File: src/rtl/rxmb_pkg.sv
package rxmb_pkg;
  localparam logic [3:0] CODE_INACTIVE = 4'b0000;
  localparam logic [3:0] CODE_EMPTY    = 4'b0100;
  localparam logic [3:0] CODE_FULL     = 4'b0010;
  localparam logic [3:0] CODE_OVERRUN  = 4'b0110;

  localparam int DEDICATED_SLOT_A = 14;
  localparam int DEDICATED_SLOT_B = 15;

  typedef struct packed {
    logic start;
    logic scanEn;
    logic finish;
  } scanCtl_t;
endpackage

File: src/rtl/rxmb_ctrl.sv
module rxmb_ctrl
  import rxmb_pkg::*;
#(
  parameter int NUM_SLOTS = 16,
  parameter int ID_W      = 11,
  localparam int IDX_W    = $clog2(NUM_SLOTS)
) (
  input  logic             clk,
  input  logic             rstN,
  input  logic             frameValid,
  input  logic [ID_W-1:0]  frameId,
  output scanCtl_t         ctl,
  output logic [IDX_W-1:0] scanIdx,
  output logic [ID_W-1:0]  startId
);
  logic            busy;
  logic            pendValid;
  logic [ID_W-1:0] pendId;
  logic            startNow;
  logic            lastSlot;

  assign startNow   = !busy && (frameValid || pendValid);
  assign startId    = pendValid ? pendId : frameId;
  assign lastSlot   = scanIdx == IDX_W'(NUM_SLOTS - 1);
  assign ctl.start  = startNow;
  assign ctl.scanEn = busy;
  assign ctl.finish = busy && lastSlot;

  always_ff @(posedge clk or negedge rstN) begin
    if (!rstN) begin
      busy    <= 1'b0;
      scanIdx <= '0;
    end else if (startNow) begin
      busy    <= 1'b1;
      scanIdx <= '0;
    end else if (busy) begin
      if (lastSlot) busy <= 1'b0;
      else          scanIdx <= scanIdx + 1'b1;
    end
  end

  // one-deep hold for a frame arriving during a walk
  always_ff @(posedge clk or negedge rstN) begin
    if (!rstN) begin
      pendValid <= 1'b0;
      pendId    <= '0;
    end else if (startNow && pendValid) begin
      pendValid <= frameValid;
      pendId    <= frameId;
    end else if (busy && frameValid) begin
      pendValid <= 1'b1;
      pendId    <= frameId;
    end
  end

  a_r10_scan_advances: assert property (@(posedge clk) disable iff (!rstN)
    busy && !lastSlot |=> busy && scanIdx == $past(scanIdx) + 1'b1);

  a_r11_strobe_held: assert property (@(posedge clk) disable iff (!rstN)
    busy && frameValid |=> pendValid && pendId == $past(frameId));

  a_r11_held_starts: assert property (@(posedge clk) disable iff (!rstN)
    pendValid && !busy |=> busy && scanIdx == '0);
endmodule

File: src/rtl/rxmb_datapath.sv
module rxmb_datapath
  import rxmb_pkg::*;
#(
  parameter int NUM_SLOTS = 16,
  parameter int ID_W      = 11,
  localparam int IDX_W    = $clog2(NUM_SLOTS)
) (
  input  logic             clk,
  input  logic             rstN,
  input  scanCtl_t         ctl,
  input  logic [IDX_W-1:0] scanIdx,
  input  logic [ID_W-1:0]  startId,
  input  logic             indivMaskMode,
  input  logic             freezeMode,
  input  logic             slotWrEn,
  input  logic [IDX_W-1:0] slotWrIdx,
  input  logic [ID_W-1:0]  slotWrId,
  input  logic [3:0]       slotWrCode,
  input  logic             maskWrEn,
  input  logic [IDX_W-1:0] maskWrIdx,
  input  logic [ID_W-1:0]  maskWrVal,
  input  logic             sharedWrEn,
  input  logic [1:0]       sharedWrSel,
  input  logic [ID_W-1:0]  sharedWrVal,
  output logic             doneValid,
  output logic [IDX_W-1:0] doneIdx,
  output logic             doneOverrun,
  output logic             doneNoMatch
);
  logic [ID_W-1:0] slotId    [NUM_SLOTS];
  logic [3:0]      slotCode  [NUM_SLOTS];
  logic [ID_W-1:0] indivMask [NUM_SLOTS];
  logic [ID_W-1:0] legacyMask[NUM_SLOTS];
  logic [ID_W-1:0] effMask   [NUM_SLOTS];
  logic [ID_W-1:0] commonMask, dedMaskA, dedMaskB;
  logic [ID_W-1:0] curId;

  logic             winValid, winFree;
  logic [IDX_W-1:0] winIdx;
  logic             nextValid, nextFree;
  logic [IDX_W-1:0] nextIdx;
  logic             idMatch, slotHit, killWin, killCur;
  logic [3:0]       curCode;

  // mask routing per slot
  for (genvar g = 0; g < NUM_SLOTS; g++) begin : g_mask
    if (g == DEDICATED_SLOT_A) begin : g_a
      assign legacyMask[g] = dedMaskA;
    end else if (g == DEDICATED_SLOT_B) begin : g_b
      assign legacyMask[g] = dedMaskB;
    end else begin : g_c
      assign legacyMask[g] = commonMask;
    end
    assign effMask[g] = indivMaskMode ? indivMask[g] : legacyMask[g];
  end

  // per-slot masks: no reset, freeze-gated writes
  always_ff @(posedge clk) begin
    if (maskWrEn && freezeMode) indivMask[maskWrIdx] <= maskWrVal;
  end

  always_ff @(posedge clk or negedge rstN) begin
    if (!rstN) begin
      commonMask <= '1;
      dedMaskA   <= '1;
      dedMaskB   <= '1;
    end else if (sharedWrEn) begin
      case (sharedWrSel)
        2'd0:    commonMask <= sharedWrVal;
        2'd1:    dedMaskA   <= sharedWrVal;
        2'd2:    dedMaskB   <= sharedWrVal;
        default: ;
      endcase
    end
  end

  // compare of the slot under the walk pointer
  assign curCode = slotCode[scanIdx];
  assign idMatch = ((slotId[scanIdx] ^ curId) & effMask[scanIdx]) == '0;
  assign killCur = slotWrEn && slotWrCode == CODE_INACTIVE && slotWrIdx == scanIdx;
  assign slotHit = ctl.scanEn && idMatch && curCode != CODE_INACTIVE && !killCur;
  assign killWin = slotWrEn && slotWrCode == CODE_INACTIVE && winValid && slotWrIdx == winIdx;

  always_comb begin
    nextValid = winValid && !killWin;
    nextFree  = winFree && !killWin;
    nextIdx   = winIdx;
    if (slotHit && !nextFree) begin
      nextValid = 1'b1;
      nextFree  = curCode == CODE_EMPTY;
      nextIdx   = scanIdx;
    end
  end

  always_ff @(posedge clk or negedge rstN) begin
    if (!rstN) begin
      curId    <= '0;
      winValid <= 1'b0;
      winFree  <= 1'b0;
      winIdx   <= '0;
    end else if (ctl.start) begin
      curId    <= startId;
      winValid <= 1'b0;
      winFree  <= 1'b0;
      winIdx   <= '0;
    end else if (ctl.scanEn) begin
      winValid <= nextValid;
      winFree  <= nextFree;
      winIdx   <= nextIdx;
    end
  end

  // slot table: commit at walk end, configuration write takes precedence
  always_ff @(posedge clk or negedge rstN) begin
    if (!rstN) begin
      for (int i = 0; i < NUM_SLOTS; i++) begin
        slotId[i]   <= '0;
        slotCode[i] <= CODE_INACTIVE;
      end
    end else begin
      if (ctl.finish && nextValid)
        slotCode[nextIdx] <= nextFree ? CODE_FULL : CODE_OVERRUN;
      if (slotWrEn) begin
        slotId[slotWrIdx]   <= slotWrId;
        slotCode[slotWrIdx] <= slotWrCode;
      end
    end
  end

  always_ff @(posedge clk or negedge rstN) begin
    if (!rstN) begin
      doneValid   <= 1'b0;
      doneIdx     <= '0;
      doneOverrun <= 1'b0;
      doneNoMatch <= 1'b0;
    end else begin
      doneValid <= ctl.finish;
      if (ctl.finish) begin
        doneIdx     <= nextIdx;
        doneOverrun <= nextValid && !nextFree;
        doneNoMatch <= !nextValid;
      end
    end
  end

  a_r10_done_single: assert property (@(posedge clk) disable iff (!rstN)
    doneValid |=> !doneValid);

  a_r8_nomatch_clean: assert property (@(posedge clk) disable iff (!rstN)
    doneValid && doneNoMatch |-> !doneOverrun);

  a_r2_store_full: assert property (@(posedge clk) disable iff (!rstN)
    doneValid && !doneNoMatch && !doneOverrun && !$past(slotWrEn)
      |-> slotCode[doneIdx] == CODE_FULL);

  a_r4_store_overrun: assert property (@(posedge clk) disable iff (!rstN)
    doneValid && doneOverrun && !$past(slotWrEn)
      |-> slotCode[doneIdx] == CODE_OVERRUN);

  a_r9_inactive_never_wins: assert property (@(posedge clk) disable iff (!rstN)
    ctl.scanEn && curCode == CODE_INACTIVE
      |=> !(winValid && winIdx == $past(scanIdx)));

  a_r7_mask_locked: assert property (@(posedge clk) disable iff (!rstN)
    maskWrEn && !freezeMode
      |=> indivMask[$past(maskWrIdx)] == $past(indivMask[maskWrIdx]));
endmodule

File: src/rtl/rx_mailbox_matcher.sv
module rx_mailbox_matcher
  import rxmb_pkg::*;
#(
  parameter int NUM_SLOTS = 16,
  parameter int ID_W      = 11,
  localparam int IDX_W    = $clog2(NUM_SLOTS)
) (
  input  logic             clk,
  input  logic             rstN,
  input  logic             frameValid,
  input  logic [ID_W-1:0]  frameId,
  input  logic             indivMaskMode,
  input  logic             freezeMode,
  input  logic             slotWrEn,
  input  logic [IDX_W-1:0] slotWrIdx,
  input  logic [ID_W-1:0]  slotWrId,
  input  logic [3:0]       slotWrCode,
  input  logic             maskWrEn,
  input  logic [IDX_W-1:0] maskWrIdx,
  input  logic [ID_W-1:0]  maskWrVal,
  input  logic             sharedWrEn,
  input  logic [1:0]       sharedWrSel,
  input  logic [ID_W-1:0]  sharedWrVal,
  output logic             doneValid,
  output logic [IDX_W-1:0] doneIdx,
  output logic             doneOverrun,
  output logic             doneNoMatch
);
  scanCtl_t         ctl;
  logic [IDX_W-1:0] scanIdx;
  logic [ID_W-1:0]  startId;

  rxmb_ctrl #(.NUM_SLOTS(NUM_SLOTS), .ID_W(ID_W)) u_ctrl (
    .clk(clk), .rstN(rstN), .frameValid(frameValid), .frameId(frameId),
    .ctl(ctl), .scanIdx(scanIdx), .startId(startId)
  );

  rxmb_datapath #(.NUM_SLOTS(NUM_SLOTS), .ID_W(ID_W)) u_dp (
    .clk(clk), .rstN(rstN), .ctl(ctl), .scanIdx(scanIdx), .startId(startId),
    .indivMaskMode(indivMaskMode), .freezeMode(freezeMode),
    .slotWrEn(slotWrEn), .slotWrIdx(slotWrIdx), .slotWrId(slotWrId), .slotWrCode(slotWrCode),
    .maskWrEn(maskWrEn), .maskWrIdx(maskWrIdx), .maskWrVal(maskWrVal),
    .sharedWrEn(sharedWrEn), .sharedWrSel(sharedWrSel), .sharedWrVal(sharedWrVal),
    .doneValid(doneValid), .doneIdx(doneIdx), .doneOverrun(doneOverrun),
    .doneNoMatch(doneNoMatch)
  );
endmodule

File: config.mk
export PLATFORM = sky130hd
export DESIGN_NAME = rx_mailbox_matcher
export DESIGN_NICKNAME = d
export VERILOG_FILES = /design/src/rtl/rxmb_pkg.sv /design/src/rtl/rxmb_ctrl.sv /design/src/rtl/rxmb_datapath.sv /design/src/rtl/rx_mailbox_matcher.sv
export SDC_FILE = /design/constraint.sdc
export NUM_CORES = 1
export LEC_CHECK = 0
export BUFFER_PORTS_ARGS = -buffer_cell sky130_fd_sc_hd__clkbuf_2
export CORE_ASPECT_RATIO = 1.5
export CORE_MARGIN = 4
export CORE_UTILIZATION = 45
export CTS_BUF_LIST = sky130_fd_sc_hd__clkbuf_4 sky130_fd_sc_hd__clkbuf_8
export CTS_CLUSTER_DIAMETER = 200
export DETAILED_ROUTE_END_ITERATION = 10
export PLACE_DENSITY = 0.71
export SKIP_LAST_GASP = 1
export SYNTH_ARGS = -nofsm -noshare
export SYNTH_HDL_FRONTEND = slang
export SYNTH_HIERARCHICAL = 1
export SYNTH_SLANG_ARGS = --single-unit
File: constraint.sdc
create_clock -name clk -period 4.85 [get_ports clk]
set_clock_uncertainty 0.15 [all_clocks]
set_input_delay 0.7275 -clock clk [delete_from_list [all_inputs] [get_ports clk]]
set_output_delay 0.7275 -clock clk [all_outputs]
set_load 0.005 [all_outputs]
# Word level (Yosys, flattened, before mapping)
# Memory sizes are Yosys's and may differ from the RTL's.
# Cells that the tools add are included.
# W data, S select, Z words.
# op_classes
add_sub_neg,1
mul,0
div_mod_pow,0
order_cmp,5
eq_ne,7
shift,0
muxes,59
n_bitwise,5
n_reduce_logical,36
# op_table
cell,n
$mux W11,24
$bwmux W176,1
$bwmux W64,2
$mux W64,2
$bmux W11 S4,2
$demux W11 S4,1
$mux W4,10
$demux W4 S4,2
$logic_and A1 B1 Y1,19
$bmux W4 S4,1
$ge A5 B5 Y1 const B,3
$not A4 Y5,3
$mux W1,13
$and A11 B11 Y11,1
$logic_not A11 Y1,1
$xor A11 B11 Y11,1
$lt A5 B1 Y1 const B,2
$eq A4 B4 Y1,2
$reduce_and A2 Y1,4
$logic_not A1 Y1,6
$add A4 B1 Y4 const B,1
$eq A4 B3 Y1 const B,1
$eq A4 B4 Y1 const B,1
$logic_not A4 Y1,1
other kinds (8),9
# word_totals
regBits,314
latchBits,0
ram_bits,176
mem_bits_ro,0
out_inout_bits,7
wordCells,161
memories,1
# mem_list
memory,words,width,rd,rd_clocked_by_memory_dff,wr,line_no,source
u_dp.indivMask,16,11,16,0,1,rxmb_datapath.sv:32,logic [ID_W-1:0] indivMask [NUM_SLOTS];

# Longest topological paths before layout
# Gate-level depths: netlist of the first run.
# logic_depth
depth_word,21
depth_mapped,16
ltp_nobuf,10

# Hierarchy
# Netlist of the first run, hierarchy kept.
# by_module_without_submodules
mod,instances,cells_per_inst,area_each_um2
rxmb_datapath,1,1874,22141.2
rxmb_ctrl,1,71,919.6

# Worst setup path before layout of the first run
# No wires, ideal clock.
# synth_path
path_type,input to register
from,input slotWrCode[1]
to,register u_dp/slotCode[38] (netlist name)
setup_time_ps,82
arrival_time_ps,3266
t_required_ps,4618
slack_ps,1352
path_stages,11
n_path_buf,2
cell_sequence,buf_2 -> nor3_1 -> nand3_1 -> or4_1 -> o21ai_1 -> o31ai_2 -> nor4_4 -> buf_4 -> a31oi_1 -> or3b_1 -> a31oi_1
# synth_between
elab_chain_cells,18
word_cells_on_any_way,27
# synth_rtl
element,line_no,source
from (decl),rx_mailbox_matcher.sv:17,"input logic [3:0] slotWrCode,"
$logic_not A4 Y1 (*),"rxmb_datapath.sv:80, rxmb_datapath.sv:82",
$logic_and A1 B1 Y1 (*),"rxmb_datapath.sv:80, rxmb_datapath.sv:82",
$logic_and A1 B1 Y1 (2 in a row),rxmb_datapath.sv:82,assign killWin = slotWrEn && slotWrCode == CODE_INACTIVE && winValid && slotWrIdx == winIdx;
$logic_not A1 Y1,"rxmb_datapath.sv:85, rxmb_datapath.sv:86",
$logic_and A1 B1 Y1,rxmb_datapath.sv:86,nextFree = winFree && !killWin;
$logic_not A1 Y1,rxmb_datapath.sv:88,if (slotHit && !nextFree) begin
$logic_and A1 B1 Y1,rxmb_datapath.sv:88,
$mux W4,rxmb_datapath.sv:88,
$not A4 Y5,rxmb_datapath.sv:122,slotCode[nextIdx] <= nextFree ? CODE_FULL : CODE_OVERRUN;
$ge A5 B5 Y1 (implied by the code) or $lt A5 B1 Y1 (tied branches),rxmb_datapath.sv:122,
$logic_and A1 B1 Y1 (implied by the code),rxmb_datapath.sv:122,
$mux W4,rxmb_datapath.sv:122,
$demux W4 S4,rxmb_datapath.sv:122,
$bwmux W64,rxmb_datapath.sv:122,
$mux W64 (*),rxmb_datapath.sv:121,if (ctl.finish && nextValid)
$bwmux W64,rxmb_datapath.sv:125,slotCode[slotWrIdx] <= slotWrCode;
$mux W64 (*),rxmb_datapath.sv:123,if (slotWrEn) begin
"to (signal, indexed assignment)",rxmb_datapath.sv:122,
"to (signal, indexed assignment)",rxmb_datapath.sv:125,
to (decl),rxmb_datapath.sv:31,logic [3:0] slotCode [NUM_SLOTS];
# Mark *: on every way between the ends. The rest lies on a longest branch, timed or not.
# A chain may end at the register's enable or synchronous reset.

# Worst setup path after layout of the first run
# layout_path
from,register u_ctrl.scanIdx[0]
to,register u_dp/slotCode[19] (netlist name)
# layout_between
elab_chain_cells,21
word_cells_on_any_way,36
# layout_rtl
element,line_no,source
from (decl),rxmb_ctrl.sv:13,"output logic [IDX_W-1:0] scanIdx,"
from (signal assigned),rxmb_ctrl.sv:38,else scanIdx <= scanIdx + 1'b1;
$not A4 Y5 (implied by the code),"rxmb_datapath.sv:78, rxmb_datapath.sv:79",
$bmux W11 S4,rxmb_datapath.sv:79,assign idMatch = ((slotId[scanIdx] ^ curId) & effMask[scanIdx]) == '0;
$mux W11 (implied by the code) (2 in a row),rxmb_datapath.sv:79,
$xor A11 B11 Y11,rxmb_datapath.sv:79,
$and A11 B11 Y11,rxmb_datapath.sv:79,
$logic_not A11 Y1,rxmb_datapath.sv:79,
$logic_and A1 B1 Y1 (3 in a row),rxmb_datapath.sv:81,assign slotHit = ctl.scanEn && idMatch && curCode != CODE_INACTIVE && !killCur;
$logic_and A1 B1 Y1,rxmb_datapath.sv:88,
[2 not listed],n/a,
$ge A5 B5 Y1 (implied by the code) or $lt A5 B1 Y1 (tied branches),rxmb_datapath.sv:122,
$logic_and A1 B1 Y1 (implied by the code),rxmb_datapath.sv:122,
$mux W4,rxmb_datapath.sv:122,
$demux W4 S4,rxmb_datapath.sv:122,
$bwmux W64,rxmb_datapath.sv:122,
$mux W64 (*),rxmb_datapath.sv:121,
$bwmux W64,rxmb_datapath.sv:125,
$mux W64 (*),rxmb_datapath.sv:123,
# Mark *: on every way between the ends. The rest lies on a longest branch, timed or not. The select of a mux whose other input is x is not followed.

==> flow_summary.toml, run 1 <==
[status]
outcome = "completed"

[floorplanning]
die_w_um = 192.8
design.core.area_mm2 = 0.05067
start_util = 0.4551
design.die.area_mm2 = 0.05501
die_h_um = 285.3
placementRows = 101
ioPinCount = 73

[power]
power.density_mw_per_mm2 = 578.5
worst_voltage_drop_across_the_vdd_grid_v = 0.0002933
overall_power_mw = 14.88
leakagePower_nw = 10.82

[routing]
routed_wl_mm = 65.11
drt_pass1_iterations = 8
drc = 0
route.vias.total = 16320
routedWlPerCell_um = 23.54
drt_iter0_markers = 1548
detail_route.vias_per_cell = 5.899
ant_nets = 0

[synthesis]
syn_area_per_cell_um2 = 11.86
synth_simple_gate_area_frac = 0.1444
synth_cell_types = 86
post_synth_fa_ha_maj_area_fraction = 0.0009766
ys_async_sr_fraction = 0.6408
synth_top_family_by_area = "multiplexers"
synth-seq-cells = 490
yosys-mux-area-fraction = 0.1719
post_synth_instance_area_mm2 = 0.02306
netlist_instances = 1945
yosys.area.top_type_share = 0.3049
yosys-top-cells-count = "sky130_fd_sc_hd__nand2_1, sky130_fd_sc_hd__dfrtp_1, sky130_fd_sc_hd__edfxtp_1"
synth.top_cells.by_area = "sky130_fd_sc_hd__dfrtp_1, sky130_fd_sc_hd__edfxtp_1, sky130_fd_sc_hd__nand2_1"
synth_compound_area_frac = 0.07118
yosysWarnings = 6
synth-edff-count = 176
post-synth-top-count-cell = "sky130_fd_sc_hd__nand2_1"
sequential_share_of_the_synthesized_area = 0.5717
synth-main-ff-cell = "sky130_fd_sc_hd__dfrtp_1"
netlist.top_cell.by_area = "sky130_fd_sc_hd__dfrtp_1"
syn-num-nets = 2012
synth_xor_area_frac = 0.006836

[critical_path]
critical_path_arrival_ns = 4.98
crit_fanout = 31
critPathKind = "reg -> reg"
cp_data_required_time_ns = 5.23
critical_path.endpoint_type = "register"
start_kind = "register"

[grt]
initial_antenna_violation_count = 1
grt_util_met3 = 0.03380
gr-usage-met2 = 0.4025
grt-ovfl-total = 0
global_route_wire_length_before_repair_mm = 98.57
gr_layer_usage_met1 = 0.2781
vias_in_the_first_global_route = 16720
grt_max_degree = 131
grt.total_usage = 0.2366
top_usage_layer = "met2"

[clock_tree]
tritoncts_num_sinks = 490
cts_repair_resize_count = 0
clkSlewWorstSetupHoldPaths_ns = 0.06
cts_buffer_depth = 3
cts_root_buf = "sky130_fd_sc_hd__clkbuf_8"
number_of_h_tree_branching_levels = 3
cts_tree = "built"
clock_insertion_delay_worst_skew_ns = 0.70
tritoncts.num_buffers = 75

[sta]
tightestPinTransition_ns = 1.349
setup_viol_count_final = 0
timing.final.crit_period_ns = 4.600
rsz0062_at_grt = "no"
hold_slack_ns = 0.1596
setup_total_negative_slack_ns = 0
timing_max_transition_violations_final = 0
post_route_fraction_of_the_period_consumed_by_the_critical_path = 0.9484
final_critical_path_setup_slack_ns = 0.2501
max_freq_ghz = 0.2174
timing.final.hold_violations = 0
max_slew_margin = 0.09747

[placed_design]
dpl.hpwl_mm = 44.90
numPlacedInstances = 2627
routabilityCongestion = 0.9737
dpl_cell_area_mm2 = 0.02414
port_buffer_count = 72
dpl_worst_slack_ns = 0.2492

[cells_and_area]
final_design_area_no_fill_mm2 = 0.02572
fin_util = 0.5076
area.growth.synth_to_final_pct = 11.55
finalNonFillerCells = 2766
num-nets-final = 2103
drive_above_1_share = 0.2557

[min_path]
hold_path.class = "in -> reg"

[job]
maxCapViolations = 0
## power breakdown
group	internal (mW)	switching, mW	leakage, nW
clock	1.93	1.64	0.828
combinational	2.37	3.19	4.60
sequential	5.03	0.732	5.39
## worst paths after layout
| path | startpoint | to | slack [ns] | cells after the start |
|---|---|---|---|---|
| worst max-delay path | u_ctrl/scanIdx[0] | u_dp/slotCode[19] | 0.25 | 12 |
| worst min-delay path | frameId[4] | u_ctrl/pendId[4] | 0.16 | 2 |
| worst max register to register | u_ctrl/scanIdx[0] | u_dp/slotCode[19] | 0.25 | 12 |
| worst min register to register | u_dp/slotId[113] | u_dp/slotId[113] | 0.32 | 2 |
| max in group asynchronous | rstN | u_dp/slotCode[49] | 2.86 | 3 |
| min in group asynchronous | rstN | u_dp/slotId[56] | 0.47 | 2 |
## cell usage in the layout, fill, tap and decap left out, types with 17 or more instances in the layout
cell type	instances
sky130_fd_sc_hd__a21oi_1	25
sky130_fd_sc_hd__buf_4	65
sky130_fd_sc_hd__clkbuf_4	26
sky130_fd_sc_hd__mux4_2	42
sky130_fd_sc_hd__dfrtp_1	277
sky130_fd_sc_hd__nand2b_1	23
sky130_fd_sc_hd__nand3_1	25
sky130_fd_sc_hd__o22ai_1	41
sky130_fd_sc_hd__nor2b_1	19
sky130_fd_sc_hd__clkbuf_2	71
sky130_fd_sc_hd__mux2_2	149
sky130_fd_sc_hd__nand2_1	448
sky130_fd_sc_hd__edfxtp_1	176
sky130_fd_sc_hd__o21ai_0	26
sky130_fd_sc_hd__or3_1	18
sky130_fd_sc_hd__clkbuf_8	85
sky130_fd_sc_hd__a22oi_1	23
sky130_fd_sc_hd__nor3_1	30
sky130_fd_sc_hd__nor2_1	101
sky130_fd_sc_hd__a31oi_1	41
sky130_fd_sc_hd__dfstp_2	33
sky130_fd_sc_hd__nor4_1	17
sky130_fd_sc_hd__mux2i_1	110
## state kept, by name (all words and copies together), names as in the netlist
| signal | flops |
|---|---|
| u_ctrl/busy | 1 |
| u_ctrl/pendId | 11 |
| u_ctrl/pendValid | 1 |
| u_ctrl/scanIdx | 4 |
| u_dp/commonMask | 11 |
| u_dp/curId | 11 |
| u_dp/dedMaskA | 11 |
| u_dp/dedMaskB | 11 |
| u_dp/doneIdx | 4 |
| u_dp/doneNoMatch | 1 |
| u_dp/doneOverrun | 1 |
| u_dp/doneValid | 1 |
| u_dp/indivMask | 176 |
| u_dp/slotCode | 64 |
| u_dp/slotId | 176 |
| u_dp/winFree | 1 |
| u_dp/winIdx | 4 |
| u_dp/winValid | 1 |
## cell type report
cell class                      instances  area [µm²]
Clock buffer                          111        1365
Antenna cell                            1       2.502
Sequential cell                       490       13190
Tap cell                              669       837.1
Inverter                                8       30.03
Clock inverter                         26       206.4
Multi-Input combinational cell       1318        9121
Timing Repair Buffer                  143       968.4
Fill cell                            4315       24950
## critical path: stages (launching register included)
cell and delay (ns):
sky130_fd_sc_hd__dfrtp_4 0.80, sky130_fd_sc_hd__buf_12 0.30, sky130_fd_sc_hd__mux4_2 0.55, sky130_fd_sc_hd__o22ai_1 0.20
sky130_fd_sc_hd__a211oi_1 0.09, sky130_fd_sc_hd__o31ai_1 0.48, sky130_fd_sc_hd__a21oi_1 0.21, sky130_fd_sc_hd__or3_1 0.58
sky130_fd_sc_hd__buf_4 0.24, sky130_fd_sc_hd__nor4_1 0.43, sky130_fd_sc_hd__buf_4 0.20, sky130_fd_sc_hd__or2_2 0.11
sky130_fd_sc_hd__o22ai_1 0.08
## cells by family (layout without fill, tap and decap cells)
group | after synthesis | count (layout)
AND/OR/NAND/NOR | 745 | 745
flip-flops | 490 | 490
multiplexers | 316 | 316
AO/OA/AOI/OAI | 237 | 237
buffers and inverters | 137 | 288
XOR/XNOR | 18 | 18
adder cells (fa/ha/maj) | 2 | 2
other | 0 | 1
## per-layer routing
| metal | part of all wire | vias to the layer above |
|---|---|---|
| li1 | - | 7227 |
| met1 | 0.37 | 8202 |
| met2 | 0.51 | 685 |
| met3 | 0.056 | 204 |
| met4 | 0.069 | 0 |
| met5 | 0 | - |
## timing repair
action,in CTS,in global routing
hold buffers,1,0
endpoints found under the hold margin,44,0
setup buffers,0,0
Power figures use the tool's default switching activity.
==> run 2, diff against run 1 <==
SYNTH_HIERARCHICAL = default   (was 1)
==> run 2 against run 1 <==
Against the previous run:
- critical path depth unchanged
- global-route usage shrank 0.15 points
- combinational power fell by 14%
- maximum frequency is 4.4% higher
- critical path type unchanged
==> flow_summary.toml, run 2 <==
[critical_path]
critical_path_arrival_ns = 4.73
rr_startpoint = "u_ctrl.scanIdx[0]"
cp_data_required_time_ns = 5.17
worstRegToRegCells = 12
critPathKind = "reg -> reg"
crit_fanout = 25
start_kind = "register"
worstReg2RegEnd = "u_dp.slotCode[3]"
regToRegSetupSlack_ns = 0.44
critical_path.endpoint_type = "register"

[clock_tree]
cts-hold-fix-buffers = 0
cts_tree = "built"
tritoncts_num_sinks = 490
clock_insertion_delay_worst_skew_ns = 0.64
clkSlewWorstSetupHoldPaths_ns = 0.07
cts_repair_resize_count = 0
number_of_h_tree_branching_levels = 3
tritoncts.num_buffers = 75
cts_buffer_depth = 3
cts_root_buf = "sky130_fd_sc_hd__clkbuf_8"
cts_post_setup_buffers_inserted = 0

[cells_and_area]
num-nets-final = 1962
mostFrequentLayoutCells = "sky130_fd_sc_hd__nand2_1, sky130_fd_sc_hd__dfrtp_1, sky130_fd_sc_hd__edfxtp_1"
finalNonFillerCells = 2618
area.growth.synth_to_final_pct = 11.80
final_design_area_no_fill_mm2 = 0.02521
mostFrequentLayoutCell = "sky130_fd_sc_hd__nand2_1"
drive_above_1_share = 0.2596
biggest_regs = "u_dp.indivMask (176), u_dp.slotId (176), u_dp.slotCode (64)"
fin_util = 0.5075

[synthesis]
post-synth-top-count-cell = "sky130_fd_sc_hd__nand2_1"
synth.top_cells.by_area = "sky130_fd_sc_hd__dfrtp_1, sky130_fd_sc_hd__edfxtp_1, sky130_fd_sc_hd__mux2_2"
sequential_share_of_the_synthesized_area = 0.5847
synth-main-ff-cell = "sky130_fd_sc_hd__dfrtp_1"
post_synth_instance_area_mm2 = 0.02255
syn-num-nets = 1875
netlist_instances = 1808
netlist.top_cell.by_area = "sky130_fd_sc_hd__dfrtp_1"
ys_async_sr_fraction = 0.6408
syn_area_per_cell_um2 = 12.47
yosys.area.top_type_share = 0.3119
synth-edff-count = 176
yosysWarnings = 0
yosys-top-cells-count = "sky130_fd_sc_hd__nand2_1, sky130_fd_sc_hd__dfrtp_1, sky130_fd_sc_hd__edfxtp_1"
synth_cell_types = 80
synth-seq-cells = 490

[placed_design]
port_buffer_count = 72
numPlacedInstances = 2481
routabilityCongestion = 0.9448
dpl_worst_slack_ns = 0.4990
dpl_cell_area_mm2 = 0.02362
dpl.hpwl_mm = 43.17

[sta]
post_route_fraction_of_the_period_consumed_by_the_critical_path = 0.9083
timing_max_transition_violations_final = 0
tightestPinTransition_ns = 1.244
setup_viol_count_final = 0
setup_total_negative_slack_ns = 0
timing.final.hold_violations = 0
max_slew_margin = 0.1685
final_critical_path_setup_slack_ns = 0.4447
rsz0062_at_grt = "no"
timing.final.crit_period_ns = 4.405
max_freq_ghz = 0.2270

[floorplanning]
start_util = 0.4539
die_h_um = 282.2
design.core.area_mm2 = 0.04967
die_w_um = 190.8
design.die.area_mm2 = 0.05383
placementRows = 100
ioPinCount = 73

[routing]
drt_iter0_markers = 1509
route.vias.total = 15520
drt_pass1_iterations = 6
routed_wl_mm = 63.47
drc = 0
detail_route.vias_per_cell = 5.929
ant_nets = 0
routedWlPerCell_um = 24.24

[job]
maxCapViolations = 0

[min_path]
hold_path.class = "in -> async"

[grt]
initial_antenna_violation_count = 2
grt-ovfl-total = 0
grt.total_usage = 0.2351
global_route_wire_length_before_repair_mm = 96.07
vias_in_the_first_global_route = 15980
grt_max_degree = 113

[status]
outcome = "completed"

[power]
power.density_mw_per_mm2 = 557.2
leakagePower_nw = 10.43
worst_voltage_drop_across_the_vdd_grid_v = 0.0003234
==> run 2: changes by cell type after synthesis, sizes merged, moves of 13 or more <==
cell / change
buf: -15
mux2i: +15
or2: -15
nand2: -112
o21ai: +25
a31oi: -34
or3b: -13
nor2: -41
==> run 2: per-stage QoR <==
| step | power, mW | hold slack, ns |
|---|---|---|
| 6_report | 14.05 | 0.01024 |
| 5_1_grt | 14.68 | 0.05706 |
| 4_1_cts | 14.05 | 0.05108 |
| 3_5_place_dp | 10.48 | 0.3087 |
| 3_3_place_gp | 10.35 | 0.3022 |
| 2_1_floorplan | 8.892 | 0.2819 |
==> run 2: how the worst max path moves through the flow <==
stage / slack, ns / cells past startpoint / from / end
3_3_place_gp: 0.58 / 12 / u_ctrl.scanIdx[0] / u_dp.slotCode[0]
2_1_floorplan: 1.13 / 12 / indivMaskMode / u_dp.slotCode[5]
4_1_cts: 0.50 / 12 / u_ctrl.scanIdx[0] / u_dp.slotCode[3]
5_1_grt: 0.18 / 12 / u_ctrl.scanIdx[0] / u_dp.slotCode[0]
6_report: 0.44 / 12 / u_ctrl.scanIdx[0] / u_dp.slotCode[3]
3_5_place_dp: 0.50 / 12 / u_ctrl.scanIdx[0] / u_dp.slotCode[3]
==> run 2: cell families after synthesis <==
group                    after synthesis  synth area share
AO/OA/AOI/OAI                        257           0.07941
XOR/XNOR                              18          0.006992
adder cells (fa/ha/maj)                1         0.0005548
buffers and inverters                136           0.03035
flip-flops                           490            0.5847
multiplexers                         326            0.1816
AND/OR/NAND/NOR                      580            0.1164
==> run 2: per-layer routing <==
layer / share of wire / global-route usage / routed length, µm / vias up
li1: - / - / - / 6816
met1: 0.36 / 0.2729 / 22960 / 7826
met3: 0.064 / 0.04543 / 4055 / 217
met2: 0.50 / 0.3967 / 31670 / 663
met5: 0 / 0 / 0 / -
met4: 0.075 / 0.1561 / 4780 / 0
==> run 2: worst max-delay path, cell delays in order (launching register included) <==
cell                        delay, ns
sky130_fd_sc_hd__dfrtp_4         0.72
sky130_fd_sc_hd__buf_4           0.47
sky130_fd_sc_hd__buf_4           0.42
sky130_fd_sc_hd__mux2_2          0.38
sky130_fd_sc_hd__a21oi_1         0.14
sky130_fd_sc_hd__o21ai_0         0.10
sky130_fd_sc_hd__a2bb2oi_1       0.18
sky130_fd_sc_hd__o21ai_1         0.17
sky130_fd_sc_hd__o311ai_2        0.22
sky130_fd_sc_hd__nor4_4          0.56
sky130_fd_sc_hd__buf_4           0.31
sky130_fd_sc_hd__mux2i_1         0.31
sky130_fd_sc_hd__o22ai_1         0.11
==> run 2: layout make-up <==
type	instances	area (µm²)
fill	4265	24460
sequential	490	13190
multi-input combinational	1182	8687
clock buffer	113	1436
timing repair buffer	136	875.8
tap	663	829.5
clock inverter	22	143.9
inverter	10	37.54
antenna	2	5.005
==> run 2: report_power, final <==
part,leakage (nW),total [mW],switching (mW),internal (mW)
Clock,0.831,3.56,1.61,1.95
Combinational,4.18,4.80,2.75,2.05
Sequential,5.42,5.68,0.675,5.01
